File: src/rtl/eye_seq_pkg.sv
package eye_seq_pkg;

    typedef enum logic [1:0] {
        OP_NONE   = 2'd0,
        OP_LOAD   = 2'd1,
        OP_SHRINK = 2'd2,
        OP_EXPAND = 2'd3
    } morph_op_e;

    typedef enum logic [3:0] {
        ST_IDLE,
        ST_SPOT_LOAD,
        ST_SPOT_EVAL,
        ST_SPOT_ERODE,
        ST_PUP_LOAD,
        ST_PUP_GROW,
        ST_PUP_EVAL,
        ST_PUP_ERODE,
        ST_REPORT
    } seq_state_e;

endpackage

File: src/rtl/eye_row_scan.sv
module eye_row_scan #(
    parameter int ROWS = 16,
    localparam int YW = $clog2(ROWS)
) (
    input  logic          clk,
    input  logic          rst_n,
    input  logic          run,
    output logic [YW-1:0] row_idx,
    output logic          last_row
);
    localparam logic [YW-1:0] LAST = YW'(ROWS - 1);

    assign last_row = run && (row_idx == LAST);

    always_ff @(posedge clk) begin
        if (!rst_n || !run) begin
            row_idx <= '0;
        end else if (row_idx == LAST) begin
            row_idx <= '0;
        end else begin
            row_idx <= row_idx + 1'b1;
        end
    end
endmodule

File: src/rtl/eye_level_mask.sv
module eye_level_mask #(
    parameter int COLS  = 8,
    parameter int PIX_W = 8
) (
    input  logic                  enable,
    input  logic                  pupil_sel,
    input  logic [COLS*PIX_W-1:0] pix_row,
    input  logic [PIX_W-1:0]      spot_lo,
    input  logic [PIX_W-1:0]      spot_hi,
    input  logic [PIX_W-1:0]      pup_dark,
    input  logic [PIX_W-1:0]      pup_glint,
    output logic [COLS-1:0]       mask
);
    for (genvar c = 0; c < COLS; c++) begin : g_col
        logic [PIX_W-1:0] level;
        logic             in_window;
        logic             in_pupil;

        assign level     = pix_row[c*PIX_W +: PIX_W];
        assign in_window = (level >= spot_lo) && (level <= spot_hi);
        assign in_pupil  = (level <= pup_dark) || (level >= pup_glint);
        assign mask[c]   = enable && (pupil_sel ? in_pupil : in_window);
    end
endmodule

File: src/rtl/eye_blob_track.sv
module eye_blob_track #(
    parameter int XW = 3,
    parameter int YW = 4
) (
    input  logic          clk,
    input  logic          rst_n,
    input  logic          clear,
    input  logic          sample,
    input  logic          commit,
    input  logic          found,
    input  logic [XW-1:0] px,
    input  logic [YW-1:0] py,
    output logic          ok,
    output logic [XW-1:0] x,
    output logic [YW-1:0] y
);
    logic [XW-1:0] prev_x;
    logic [YW-1:0] prev_y;

    always_ff @(posedge clk) begin
        if (!rst_n || clear) begin
            prev_x <= '0;
            prev_y <= '0;
            ok     <= 1'b0;
            x      <= '0;
            y      <= '0;
        end else if (sample) begin
            prev_x <= px;
            prev_y <= py;
        end else if (commit) begin
            ok <= found;
            x  <= found ? prev_x : '0;
            y  <= found ? prev_y : '0;
        end
    end
endmodule

File: src/rtl/eye_feature_seq.sv
module eye_feature_seq
    import eye_seq_pkg::*;
#(
    parameter int ROWS   = 16,
    parameter int COLS   = 8,
    parameter int PIX_W  = 8,
    parameter int GROW_W = 4,
    localparam int XW = $clog2(COLS),
    localparam int YW = $clog2(ROWS)
) (
    input  logic                  clk,
    input  logic                  rst_n,
    input  logic                  start,
    input  logic [GROW_W-1:0]     cfg_grow_passes,
    input  logic [PIX_W-1:0]      spot_lo,
    input  logic [PIX_W-1:0]      spot_hi,
    input  logic [PIX_W-1:0]      pup_dark,
    input  logic [PIX_W-1:0]      pup_glint,
    input  logic [COLS*PIX_W-1:0] pix_row,
    input  logic                  proj_empty,
    input  logic [XW-1:0]         proj_x,
    input  logic [YW-1:0]         proj_y,
    output logic [1:0]            morph_op,
    output logic [YW-1:0]         row_idx,
    output logic [COLS-1:0]       mask_row,
    output logic                  done,
    output logic                  timeout_err,
    output logic                  spot_ok,
    output logic [XW-1:0]         spot_x,
    output logic [YW-1:0]         spot_y,
    output logic                  pup_ok,
    output logic [XW-1:0]         pup_x,
    output logic [YW-1:0]         pup_y
);
    localparam int MAX_PASS = ROWS / 2;
    localparam int PCW      = $clog2(MAX_PASS + 1);
    localparam logic [PCW-1:0] PASS_LIMIT = PCW'(MAX_PASS);

    seq_state_e        state, state_nx;
    morph_op_e         op;
    logic [PCW-1:0]    pass_cnt;
    logic [GROW_W-1:0] grow_left;
    logic              last_row;
    logic              at_limit;
    logic              frame_go;
    logic              spot_eval, pup_eval;

    assign frame_go  = (state == ST_IDLE) && start;
    assign at_limit  = (pass_cnt == PASS_LIMIT);
    assign spot_eval = (state == ST_SPOT_EVAL);
    assign pup_eval  = (state == ST_PUP_EVAL);

    eye_row_scan #(.ROWS(ROWS)) scan_i (
        .clk      (clk),
        .rst_n    (rst_n),
        .run      (op != OP_NONE),
        .row_idx  (row_idx),
        .last_row (last_row)
    );

    eye_level_mask #(.COLS(COLS), .PIX_W(PIX_W)) mask_i (
        .enable    (op == OP_LOAD),
        .pupil_sel (state == ST_PUP_LOAD),
        .pix_row   (pix_row),
        .spot_lo   (spot_lo),
        .spot_hi   (spot_hi),
        .pup_dark  (pup_dark),
        .pup_glint (pup_glint),
        .mask      (mask_row)
    );

    eye_blob_track #(.XW(XW), .YW(YW)) spot_trk_i (
        .clk    (clk),
        .rst_n  (rst_n),
        .clear  (frame_go),
        .sample (spot_eval && !proj_empty),
        .commit (spot_eval && proj_empty),
        .found  (pass_cnt != '0),
        .px     (proj_x),
        .py     (proj_y),
        .ok     (spot_ok),
        .x      (spot_x),
        .y      (spot_y)
    );

    eye_blob_track #(.XW(XW), .YW(YW)) pup_trk_i (
        .clk    (clk),
        .rst_n  (rst_n),
        .clear  (frame_go),
        .sample (pup_eval && !proj_empty),
        .commit (pup_eval && proj_empty),
        .found  (pass_cnt != '0),
        .px     (proj_x),
        .py     (proj_y),
        .ok     (pup_ok),
        .x      (pup_x),
        .y      (pup_y)
    );

    // state register
    always_ff @(posedge clk) begin
        if (!rst_n) begin
            state <= ST_IDLE;
        end else begin
            state <= state_nx;
        end
    end

    // next-state selection
    always_comb begin
        state_nx = state;
        unique case (state)
            ST_IDLE:       if (start) state_nx = ST_SPOT_LOAD;
            ST_SPOT_LOAD:  if (last_row) state_nx = ST_SPOT_EVAL;
            ST_SPOT_ERODE: if (last_row) state_nx = ST_SPOT_EVAL;
            ST_SPOT_EVAL: begin
                if (proj_empty)    state_nx = ST_PUP_LOAD;
                else if (at_limit) state_nx = ST_REPORT;
                else               state_nx = ST_SPOT_ERODE;
            end
            ST_PUP_LOAD: begin
                if (last_row) state_nx = (grow_left != '0) ? ST_PUP_GROW : ST_PUP_EVAL;
            end
            ST_PUP_GROW: begin
                if (last_row && grow_left == GROW_W'(1)) state_nx = ST_PUP_EVAL;
            end
            ST_PUP_ERODE:  if (last_row) state_nx = ST_PUP_EVAL;
            ST_PUP_EVAL: begin
                if (proj_empty || at_limit) state_nx = ST_REPORT;
                else                        state_nx = ST_PUP_ERODE;
            end
            ST_REPORT:     state_nx = ST_IDLE;
            default:       state_nx = ST_IDLE;
        endcase
    end

    // pass bookkeeping
    always_ff @(posedge clk) begin
        if (!rst_n) begin
            pass_cnt    <= '0;
            grow_left   <= '0;
            timeout_err <= 1'b0;
        end else if (frame_go) begin
            pass_cnt    <= '0;
            grow_left   <= cfg_grow_passes;
            timeout_err <= 1'b0;
        end else if (spot_eval || pup_eval) begin
            if (proj_empty) begin
                pass_cnt <= '0;
            end else if (at_limit) begin
                timeout_err <= 1'b1;
            end else begin
                pass_cnt <= pass_cnt + 1'b1;
            end
        end else if (state == ST_PUP_GROW && last_row) begin
            grow_left <= grow_left - 1'b1;
        end
    end

    // state-decoded outputs
    always_comb begin
        op   = OP_NONE;
        done = 1'b0;
        unique case (state)
            ST_SPOT_LOAD, ST_PUP_LOAD:   op = OP_LOAD;
            ST_SPOT_ERODE, ST_PUP_ERODE: op = OP_SHRINK;
            ST_PUP_GROW:                 op = OP_EXPAND;
            ST_REPORT:                   done = 1'b1;
            default:                     op = OP_NONE;
        endcase
    end

    assign morph_op = op;
endmodule

File: config.mk
export PLATFORM = sky130hd
export DESIGN_NAME = eye_feature_seq
export DESIGN_NICKNAME = d
export VERILOG_FILES = /design/src/rtl/eye_seq_pkg.sv /design/src/rtl/eye_row_scan.sv /design/src/rtl/eye_level_mask.sv /design/src/rtl/eye_blob_track.sv /design/src/rtl/eye_feature_seq.sv
export SDC_FILE = /design/constraint.sdc
export NUM_CORES = 1
export LEC_CHECK = 0
export BUFFER_PORTS_ARGS = -buffer_cell sky130_fd_sc_hd__buf_2
export CAP_MARGIN = 10
export CORE_ASPECT_RATIO = 2
export CORE_UTILIZATION = 50
export DETAILED_ROUTE_END_ITERATION = 7
export HOLD_SLACK_MARGIN = 0.08
export PLACE_DENSITY = 0.75
export SLEW_MARGIN = 20
export SYNTH_ARGS = -nofsm -noshare
export SYNTH_HDL_FRONTEND = slang
export SYNTH_SLANG_ARGS = --single-unit
File: constraint.sdc
create_clock -name clk -period 4.25 [get_ports clk]
set_clock_uncertainty 0.15 [all_clocks]
set_input_delay 1.275 -clock clk [delete_from_list [all_inputs] [get_ports clk]]
set_output_delay 1.275 -clock clk [all_outputs]
set_load 0.01 [all_outputs]
==> impl_metrics.env <==
export IMPL_status="complete, but fails checks"
export IMPL_failed_checks="setup timing"
export IMPL_detail_route_vias_per_cell=5.93
export IMPL_fin_cells=1323
export IMPL_core_um2=14400
export IMPL_clk_pin_slew_worst_paths_ns=0.07
export IMPL_path_class="input port to output port"
export IMPL_slew_violations=0
export IMPL_slew_headroom_pct=56.2
export IMPL_yosysMostFrequentCell="ha_1"
export IMPL_initial_utilization_pct=51.6
export IMPL_fin_ws_ns=-0.356
export IMPL_grt_max_degree=36
export IMPL_holdCritStartpoint="pup_trk_i.y[2]$_SDFFE_PP0P_"
export IMPL_die_w_um=88.3
export IMPL_synth_area_leaders="ha_1 (44%), dfxtp_1 (13%), a21oi_1 (7.5%)"
export IMPL_final_setup_viol_count=8
export IMPL_antenna_cells=0
export IMPL_gp_congestion=0.979
export IMPL_dp_hpwl_um=19700
export IMPL_synth_fp_nets=1273
export IMPL_antenna_found_initial=0
export IMPL_end_kind="output port"
export IMPL_routed_via_count=7851
export IMPL_cts_tree="done"
export IMPL_crit_fanout=7
export IMPL_rsz0062_at_grt="true"
export IMPL_avgSynthCellArea_um2=8.27
export IMPL_fin_crit_sh_pct=108
export IMPL_synth_seq_area_share_pct=12.6
export IMPL_drive_gt1_share_pct=25.6
export IMPL_synth_cell_types=49
export IMPL_ant_nets=0
export IMPL_dp_slack_ns=-0.561
export IMPL_synth_top_cell_area_share_pct=43.8
export IMPL_synth_cells=901
export IMPL_yosys_area_top_type="ha_1"
export IMPL_synthTopCellsByCount="ha_1 (261), a21oi_1 (111), nand2_1 (62)"
export IMPL_internal_power_mw=1.23
export IMPL_seqPwrFrac_pct=24.7
export IMPL_cap_violations=0
export IMPL_critical_path_startpoint="spot_hi[1]"
export IMPL_drt_pass1_iterations=5
export IMPL_grt_pass1_wl_um=37000
export IMPL_areaGrowthSynthToFinish_pct=31.4
export IMPL_design_die_area_um2=15400
export IMPL_min_path_type="register to register"
export IMPL_gr_usage_all_layers_pct=30.7
export IMPL_switchingPower_mw=0.846
export IMPL_post_route_drc_count=0
export IMPL_yosysWarnings=0
export IMPL_swShare_pct=40.7
export IMPL_crit_path_start_kind="input port"
export IMPL_clock_power_share_pct=21.9
export IMPL_async_flop_share_pct=0
export IMPL_finalWirelength_um=23500
export IMPL_wl_per_cell_um=17.8
export IMPL_grt_pass1_vias=7793
export IMPL_drt_initial_drc_count=368
export IMPL_cts_buffers=5
export IMPL_synth_ff_latch_count=47
export IMPL_cts_max_level=2
export IMPL_cts_path_max_buffers=2
export IMPL_worstPathArrival_ns=3.18
export IMPL_p_leak_nw=4.72
export IMPL_tightest_slew_ns=0.656
export IMPL_pwr_density_cell_nw_per_um2=212
export IMPL_synth_edf_count=0
export IMPL_cts_root_buf="clkbuf_16"
export IMPL_power_total_mw=2.08
export IMPL_hold_violations=0
export IMPL_period_needed_ns=4.61
export IMPL_netlist_area_um2=7450
export IMPL_gr_total_overflow=0
export IMPL_cp_data_required_time_ns=2.82
export IMPL_port_buffers=142
export IMPL_fmax_mhz=217
export IMPL_chipHeight_um=175
export IMPL_r2r_start="state[1]$_SDFFE_PN0P_"
export IMPL_cts_sinks=47
export IMPL_synthFlopType="dfxtp_1"
export IMPL_io_pins=143
export IMPL_peakVddDrop_v=0.000369
export IMPL_nNetsFinal=1502
export IMPL_dp_cells=1303
export IMPL_row_count=62
export IMPL_clk_latency_ns=0.29
export IMPL_p_comb_share_pct=53.4
[power groups by stage]
stage / clock network (mW) / logic [mW] / registers, mW
floorplan: 0 / 0.656 / 0.497
CTS: 0.459 / 1.07 / 0.512
detailed placement: 0 / 1.03 / 0.521
global route: 0.470 / 1.23 / 0.520
global placement: 0 / 0.997 / 0.520
finish: 0.454 / 1.11 / 0.512
[kinds of logic after synthesis]
group / count (synthesis) / synth area share, %
fa+ha+maj: 261 / 43.8
compound gates: 256 / 20.8
simple gates: 255 / 17.2
buf+inv: 68 / 3.73
flops: 47 / 12.6
mux: 8 / 1.07
xor+xnor: 6 / 0.705
[cell usage in the layout (no fill, tap or decap), drive strengths merged, types with 16 or more instances in the layout]
cell type  count
nand2         62
nor2b         18
nand3         41
nor2          50
o211ai        16
ha           261
a211oi        20
buf          240
inv           46
dfxtp         47
nand4         35
a21oi        111
nor3          19
o21ai         50
[sequential cells by signal (all words and copies together) (netlist names)]
| name | cells |
|---|---|
| grow_left | 4 |
| state | 4 |
| spot_trk_i.prev_x | 3 |
| pup_trk_i.prev_x | 3 |
| pup_trk_i.x | 3 |
| pass_cnt | 4 |
| spot_trk_i.ok | 1 |
| pup_trk_i.ok | 1 |
| pup_trk_i.prev_y | 4 |
| scan_i.row_idx | 4 |
| pup_trk_i.y | 4 |
| spot_trk_i.prev_y | 4 |
| spot_trk_i.y | 4 |
| timeout_err | 1 |
| spot_trk_i.x | 3 |
[repair_timing]
item,4_1_cts,5_1_grt
endpoints found under the setup margin,8,8
gates resized for setup,29,16
setup buffers,5,7
pin swaps,22,14
hold buffers,0,0
[worst paths after layout]
path	end	slack (ns)	cells after the start
hold / removal	pup_trk_i.y[2]$_SDFFE_PP0P_	0.29	2
setup reg to reg	state[1]$_SDFFE_PN0P_	2.12	5
hold reg to reg	pup_trk_i.y[2]$_SDFFE_PP0P_	0.29	2
setup / recovery	mask_row[3]	-0.36	12
[worst max-delay path: stages]
cell	delay (ns)
buf_6	0.07
clkinvlp_4	0.08
buf_12	0.16
buf_6	0.12
ha_4	0.20
nor2b_4	0.12
o211ai_1	0.24
a21oi_1	0.13
o22ai_1	0.13
o21ai_1	0.11
a221oi_2	0.34
buf_2	0.19
[area by class of cell]
class	count	area (um^2)
flip-flops and latches	47	941
multi-input cells	786	6530
clock inverters	3	47.5
well taps	192	240
fillers	1245	4640
inverters	50	206
repair buffers	240	1700
clock buffers	5	125
[metal layers]
| metal | vias up | wire (um) | global-route usage, % |
|---|---|---|---|
| met5 | - | 0 | 0 |
| met4 | 0 | 1490 | 18.6 |
| met3 | 115 | 1000 | 2.17 |
| met2 | 310 | 12300 | 56.9 |
| met1 | 3520 | 8690 | 32.3 |
| li1 | 3906 | - | - |
[through the flow]
stage	utilization (%)	hold WS [ns]	instance area (um^2)	setup TNS, ns
after floorplan	-	0.287	7480	0
after global placement	63.7	0.285	9200	-3.25
after detailed placement	63.7	0.292	9200	-3.63
after CTS	66.8	0.300	9640	-2.02
after global routing	67.8	0.325	9790	-2.86
final	67.8	0.295	9790	-2.28
Note: power is estimated with default switching activity, not from simulation.
